## src/rtl/xpt_cell_pkg.sv

```systemverilog
package xpt_cell_pkg;

  localparam int NUM_SRC  = 4;   // static candidates per cell
  localparam int SEL_W    = $clog2(NUM_SRC);
  localparam int POL_W    = 5;
  localparam int MODE_W   = 2;
  localparam int CSRC_W   = 3;   // clock / enable source field width
  localparam int NUM_NBR  = 3;   // neighbour results feeding the expander
  localparam int TAIL_W   = POL_W + MODE_W + 2 + 2 * CSRC_W + 1;

  // polarity bit positions inside the polarity field
  localparam int POL_OE  = 0;
  localparam int POL_CLK = 1;
  localparam int POL_EN  = 2;
  localparam int POL_S0  = 3;
  localparam int POL_S1  = 4;

  typedef enum logic [MODE_W-1:0] {
    MODE_COMB  = 2'd0,
    MODE_LATCH = 2'd1,
    MODE_REG   = 2'd2,
    MODE_REG2  = 2'd3
  } store_mode_e;

endpackage

```

## src/rtl/xpt_cfg_reg.sv

```systemverilog
module xpt_cfg_reg
  import xpt_cell_pkg::*;
#(
  parameter int SRC_W = 4,
  localparam int IDX_W = NUM_SRC * SRC_W,
  localparam int CFG_W = IDX_W + TAIL_W
) (
  input  logic                  clk,
  input  logic                  rst,
  input  logic                  cfg_we,
  input  logic [CFG_W-1:0]      cfg_wdata,
  output logic                  cfg_ok,
  output logic [IDX_W-1:0]      src_idx,
  output logic [POL_W-1:0]      pol,
  output store_mode_e           mode,
  output logic                  jmp_en,
  output logic                  jmp_val,
  output logic [CSRC_W-1:0]     clk_src,
  output logic [CSRC_W-1:0]     en_src,
  output logic                  exp_en
);

  localparam int P_POL  = IDX_W;
  localparam int P_MODE = P_POL + POL_W;
  localparam int P_JEN  = P_MODE + MODE_W;
  localparam int P_JVAL = P_JEN + 1;
  localparam int P_CSRC = P_JVAL + 1;
  localparam int P_ESRC = P_CSRC + CSRC_W;
  localparam int P_XEN  = P_ESRC + CSRC_W;

  logic [CFG_W-1:0] word_q;

  always_ff @(posedge clk) begin
    if (rst) begin
      word_q <= '0;
      cfg_ok <= 1'b0;
    end else if (cfg_we) begin
      word_q <= cfg_wdata;
      cfg_ok <= 1'b1;
    end
  end

  assign src_idx = word_q[IDX_W-1:0];
  assign pol     = word_q[P_POL +: POL_W];
  assign mode    = store_mode_e'(word_q[P_MODE +: MODE_W]);
  assign jmp_en  = word_q[P_JEN];
  assign jmp_val = word_q[P_JVAL];
  assign clk_src = word_q[P_CSRC +: CSRC_W];
  assign en_src  = word_q[P_ESRC +: CSRC_W];
  assign exp_en  = word_q[P_XEN];

endmodule

```

## src/rtl/xpt_src_sel.sv

```systemverilog
module xpt_src_sel
  import xpt_cell_pkg::*;
#(
  parameter int NUM_NETS = 16,
  parameter int SRC_W    = 4,
  localparam int IDX_W   = NUM_SRC * SRC_W
) (
  input  logic                 clk,
  input  logic                 rst,
  input  logic [NUM_NETS-1:0]  net_in,
  input  logic [IDX_W-1:0]     src_idx,
  input  logic                 sel0_in,
  input  logic                 sel1_in,
  input  logic                 pol_s0,
  input  logic                 pol_s1,
  input  logic                 exp_en,
  input  logic [SEL_W-1:0]     exp_sel_in,
  input  logic [NUM_NBR-1:0]   exp_in,
  output logic                 pick,
  output logic                 loc_q
);

  logic [NUM_SRC-1:0]     cand;
  logic [SEL_W-1:0]       dyn_sel;
  logic                   loc_d;
  logic [SEL_W-1:0]       xsel_q;
  logic [NUM_NBR:0]       wide;

  // static source fetch, one net per candidate slot
  for (genvar k = 0; k < NUM_SRC; k++) begin : g_cand
    logic [SRC_W-1:0] idx;
    assign idx     = src_idx[k*SRC_W +: SRC_W];
    assign cand[k] = net_in[idx];
  end

  assign dyn_sel = {sel1_in ^ pol_s1, sel0_in ^ pol_s0};
  assign loc_d   = cand[dyn_sel];

  // expander stage: own result is registered to align with neighbours
  always_ff @(posedge clk) begin
    if (rst) begin
      loc_q  <= 1'b0;
      xsel_q <= '0;
    end else begin
      loc_q  <= loc_d;
      xsel_q <= exp_sel_in;
    end
  end

  assign wide = {exp_in, loc_q};
  assign pick = exp_en ? wide[xsel_q] : loc_d;

endmodule

```

## src/rtl/xpt_store.sv

```systemverilog
module xpt_store
  import xpt_cell_pkg::*;
#(
  parameter int NUM_GCLK = 4
) (
  input  logic                 clk,
  input  logic                 rst,
  input  store_mode_e          mode,
  input  logic                 pick,
  input  logic                 ctl_clk_in,
  input  logic                 clken_in,
  input  logic [NUM_GCLK-1:0]  gclk_in,
  input  logic                 pol_clk,
  input  logic                 pol_en,
  input  logic [CSRC_W-1:0]    clk_src,
  input  logic [CSRC_W-1:0]    en_src,
  output logic                 store_next,
  output logic                 eff_en
);

  logic raw_clk;
  logic raw_en;
  logic eff_clk;
  logic clk_prev_q;
  logic stor_q;
  logic rise;

  always_comb begin
    raw_clk = ctl_clk_in;
    raw_en  = clken_in;
    for (int g = 0; g < NUM_GCLK; g++) begin
      if (clk_src == CSRC_W'(g + 1)) raw_clk = gclk_in[g];
      if (en_src  == CSRC_W'(g + 1)) raw_en  = gclk_in[g];
    end
  end

  assign eff_clk = raw_clk ^ pol_clk;
  assign eff_en  = raw_en ^ pol_en;
  assign rise    = eff_clk & ~clk_prev_q;

  always_comb begin
    unique case (mode)
      MODE_COMB:  store_next = pick;
      MODE_LATCH: store_next = (eff_clk & eff_en) ? pick : stor_q;
      default:    store_next = (rise & eff_en) ? pick : stor_q;
    endcase
  end

  always_ff @(posedge clk) begin
    if (rst) begin
      clk_prev_q <= 1'b0;
      stor_q     <= 1'b0;
    end else begin
      clk_prev_q <= eff_clk;
      stor_q     <= store_next;
    end
  end

endmodule

```

## src/rtl/xpt_out_cell.sv

```systemverilog
module xpt_out_cell
  import xpt_cell_pkg::*;
#(
  parameter int NUM_NETS = 16,
  parameter int NUM_GCLK = 4,
  localparam int SRC_W   = $clog2(NUM_NETS),
  localparam int IDX_W   = NUM_SRC * SRC_W,
  localparam int CFG_W   = IDX_W + TAIL_W
) (
  input  logic                 clk,
  input  logic                 rst,
  input  logic                 cfg_we,
  input  logic [CFG_W-1:0]     cfg_wdata,
  input  logic [NUM_NETS-1:0]  net_in,
  input  logic                 sel0_in,
  input  logic                 sel1_in,
  input  logic                 oe_in,
  input  logic                 ctl_clk_in,
  input  logic                 clken_in,
  input  logic [NUM_GCLK-1:0]  gclk_in,
  input  logic [SEL_W-1:0]     exp_sel_in,
  input  logic [NUM_NBR-1:0]   exp_in,
  output logic                 local_sel_o,
  output logic                 pin_o,
  output logic                 pin_en_o
);

  logic               cfg_ok;
  logic [IDX_W-1:0]   c_idx;
  logic [POL_W-1:0]   c_pol;
  store_mode_e        c_mode;
  logic               c_jmp_en;
  logic               c_jmp_val;
  logic [CSRC_W-1:0]  c_clk_src;
  logic [CSRC_W-1:0]  c_en_src;
  logic               c_exp_en;
  logic               pick;
  logic               store_next;
  logic               st_eff_en;
  logic               pol_oe;
  logic               pin_q;
  logic               pin_en_q;

  xpt_cfg_reg #(.SRC_W(SRC_W)) cfg_i (
    .clk       (clk),
    .rst       (rst),
    .cfg_we    (cfg_we),
    .cfg_wdata (cfg_wdata),
    .cfg_ok    (cfg_ok),
    .src_idx   (c_idx),
    .pol       (c_pol),
    .mode      (c_mode),
    .jmp_en    (c_jmp_en),
    .jmp_val   (c_jmp_val),
    .clk_src   (c_clk_src),
    .en_src    (c_en_src),
    .exp_en    (c_exp_en)
  );

  xpt_src_sel #(.NUM_NETS(NUM_NETS), .SRC_W(SRC_W)) sel_i (
    .clk        (clk),
    .rst        (rst),
    .net_in     (net_in),
    .src_idx    (c_idx),
    .sel0_in    (sel0_in),
    .sel1_in    (sel1_in),
    .pol_s0     (c_pol[POL_S0]),
    .pol_s1     (c_pol[POL_S1]),
    .exp_en     (c_exp_en),
    .exp_sel_in (exp_sel_in),
    .exp_in     (exp_in),
    .pick       (pick),
    .loc_q      (local_sel_o)
  );

  xpt_store #(.NUM_GCLK(NUM_GCLK)) store_i (
    .clk        (clk),
    .rst        (rst),
    .mode       (c_mode),
    .pick       (pick),
    .ctl_clk_in (ctl_clk_in),
    .clken_in   (clken_in),
    .gclk_in    (gclk_in),
    .pol_clk    (c_pol[POL_CLK]),
    .pol_en     (c_pol[POL_EN]),
    .clk_src    (c_clk_src),
    .en_src     (c_en_src),
    .store_next (store_next),
    .eff_en     (st_eff_en)
  );

  assign pol_oe = c_pol[POL_OE];

  // registered pin stage; drive only after configuration has been loaded
  always_ff @(posedge clk) begin
    if (rst) begin
      pin_q    <= 1'b0;
      pin_en_q <= 1'b0;
    end else begin
      pin_q    <= c_jmp_en ? c_jmp_val : store_next;
      pin_en_q <= cfg_ok & (oe_in ^ pol_oe);
    end
  end

  assign pin_o    = pin_q;
  assign pin_en_o = pin_en_q;

endmodule

```

## config.mk

```make
export PLATFORM = sky130hd
export DESIGN_NAME = xpt_out_cell
export DESIGN_NICKNAME = d
export VERILOG_FILES = /design/src/rtl/xpt_cell_pkg.sv /design/src/rtl/xpt_cfg_reg.sv /design/src/rtl/xpt_src_sel.sv /design/src/rtl/xpt_store.sv /design/src/rtl/xpt_out_cell.sv
export SDC_FILE = /design/constraint.sdc
export NUM_CORES = 1
export LEC_CHECK = 0
export ABC_CLOCK_PERIOD_IN_PS = 2840
export BUFFER_PORTS_ARGS = -buffer_cell sky130_fd_sc_hd__buf_2
export CAP_MARGIN = 20
export CORE_MARGIN = 3
export CORE_UTILIZATION = 30
export DETAILED_ROUTE_END_ITERATION = 8
export SETUP_SLACK_MARGIN = 0.02
export SKIP_CTS_REPAIR_TIMING = 1
export SLEW_MARGIN = 20
export SYNTH_ARGS = -nofsm -noshare
export SYNTH_HDL_FRONTEND = slang
export SYNTH_HIERARCHICAL = 1
export SYNTH_SLANG_ARGS = --single-unit
```

## constraint.sdc

```tcl
create_clock -name clk -period 2.84 [get_ports clk]
set_input_delay 0.426 -clock clk [delete_from_list [all_inputs] [get_ports clk]]
set_output_delay 0.426 -clock clk [all_outputs]
set_load 0.005 [all_outputs]
```

==> impl_metrics.tcl <==
set metrics [dict create \
    dominantRegCellSynth "dfxtp_1" \
    layout_min_cycle_time_ps 2350 \
    max_freq_ghz 0.426 \
    core_area_um2 7060 \
    cts_root_buf "clkbuf_8" \
    ctsHtreeMaxLevel 2 \
    cts_buffer_depth 2 \
    setup_violations 0 \
    synthToLayoutAreaGrowth_pct 21.3 \
    fin_nets 332 \
    drive_above_1_share 0.358 \
    synth_edf_count 0 \
    fin_skew_ps 8.71 \
    numPlacedInstances 356 \
    final_cells 364 \
    die_w_um 92.7 \
    syn_avg_cell_area_um2 11.3 \
    drtIter0Drc 72 \
    crit_arrival_ps 2500 \
    antenna_found_initial 0 \
    place_hpwl_um 3920 \
    clk_latency_ps 290 \
    layout_common_cells "buf_2 (67), mux2i_1 (50), nor2_1 (42), dfxtp_1 (40), mux4_2 (10)" \
    track_usage 0.122 \
    portBuffers 67 \
    num_io_pins 68 \
    ys_seq_area_frac 0.355 \
    tightestPinTransition_ps 785 \
    via_count 1728 \
    grt_start_max_net_pins 42 \
    grt_pass1_vias 1720 \
    die_height_um 92.7 \
    ir_drop_mv 0.183 \
    gr-total-overflow 0 \
    hold_violations 0 \
    numCtsBuffers 5 \
    fin_tns_setup_ps 0 \
    cp-end-kind "flip-flop" \
    synthArstFlopShare 0 \
    grt_pass1_wl_um 8240 \
    cp-start-kind "flip-flop" \
    max_slew_margin 0.477 \
    cts_tree "yes" \
    path_class "flip-flop to flip-flop" \
    start_util 0.320 \
    tritoncts_num_sinks 40 \
    die-area_um2 8600 \
    detail-route-antenna-nets 0 \
    routed_wl_um 5170 \
    dr.pass1.iters 4 \
    drc_errors 0 \
    hold_class "primary input to flip-flop" \
    crit_path_max_fanout 6 \
    period_share 0.826 \
    finalMaxSlewViolations 0 \
    status "completed" \
    cap_violations 0 \
    p_leak_nw 1.19 \
    clkSlewWorstSetupHoldPaths_ps 90 \
    layout_commonest_cell "buf_2" \
    ys_types 30 \
    rsz0062_at_grt "false" \
    required_ps 3000 \
    vias_per_cell 4.75 \
    synth.net_count 265 \
    postSynthCellCount 200 \
    n_antenna_cell 0 \
    ys_ff_latch 40 \
    hold_slack_ps 346 \
    yosys_warnings 6 \
    rows 30 \
    gp_congestion 0.870 \
    synth_area_um2 2260 \
    wl_per_cell_um 14.2 \
    cellPowerDensity_nw_per_um2 480 \
]
per-layer routing:
metal	track usage	vias to the layer above	share of wire
met1	0.155	822	0.47
met4	0.0403	0	0.011
li1	-	858	-
met2	0.204	43	0.48
met3	0.0276	5	0.042
met5	0	-	0
final cells by class:
cell class / instances / area [µm²]
Clock buffer: 6 / 82.6
Clock inverter: 2 / 15.0
Fill cell: 756 / 4320
Inverter: 1 / 3.75
Multi-Input combinational cell: 150 / 1350
Sequential cell: 40 / 801
Tap cell: 96 / 120
Timing Repair Buffer: 69 / 363
through the flow:
stage	area [µm²]	total power [mW]	utilization	setup WS [ps]
2_1_floorplan	2260	0.837	-	765
3_3_place_gp	2640	0.922	0.374	535
3_5_place_dp	2640	0.927	0.374	494
4_1_cts	2740	1.34	0.388	503
5_1_grt	2740	1.39	0.388	427
6_report	2740	1.31	0.388	495
critical path, stage by stage, from the launching register on:
cell and delay (ps):
dfxtp_1 480, mux4_1 590, mux2i_1 180, nor2b_1 70, o311ai_2 290, a31oi_1 150
mux2_4 280, mux2i_1 120, nor2_1 50
state kept, by name, indices dropped and copies added (netlist names):
name                flops
cfg_i/cfg_ok            1
cfg_i/word_q           32
pin_en_o                1
pin_o                   1
sel_i/loc_q             1
sel_i/xsel_q            2
store_i/clk_prev_q      1
store_i/stor_q          1
final timing paths:
path	slack (ps)	start	depth (start not counted)	to
worst min register to register	470	cfg_i/cfg_ok	2	cfg_i/cfg_ok
worst max-delay path	490	cfg_i/word_q[12]	8	pin_o
worst max register to register	490	cfg_i/word_q[12]	8	pin_o
worst min-delay path	350	exp_sel_in[0]	2	sel_i/xsel_q[0]
cells in the mapped netlist (2+ instances only):
cell	count	area, µm²
a211oi_2	2	25.0
a21oi_1	2	10.0
buf_12	3	60.1
buf_2	2	10.0
buf_6	2	22.5
clkbuf_1	2	7.51
dfxtp_1	40	801
mux2_2	2	22.5
mux2i_1	50	500
mux4_1	5	131
mux4_2	10	225
nand2_1	3	11.3
nand2b_1	3	18.8
nand3_1	3	15.0
nor2_1	42	158
nor2b_1	4	25.0
nor3_1	3	15.0
nor3b_1	2	15.0
xnor2_1	6	52.6
xor2_1	4	35.0
kinds of logic (layout without fill, tap and decap cells):
kind of cell / after synthesis / count (layout) / synth area share
flip-flops: 40 / 40 / 0.355
buffers and inverters: 10 / 78 / 0.0460
AND/OR/NAND/NOR: 62 / 62 / 0.123
multiplexers: 68 / 68 / 0.397
XOR/XNOR: 10 / 10 / 0.0388
AO/OA/AOI/OAI: 10 / 10 / 0.0410
where the power goes:
part | internal, mW | total (mW) | switching, mW
Clock | 0.197 | 0.402 | 0.205
Sequential | 0.600 | 0.637 | 0.0374
Combinational | 0.156 | 0.274 | 0.118
(Power assumes the default switching activity.)
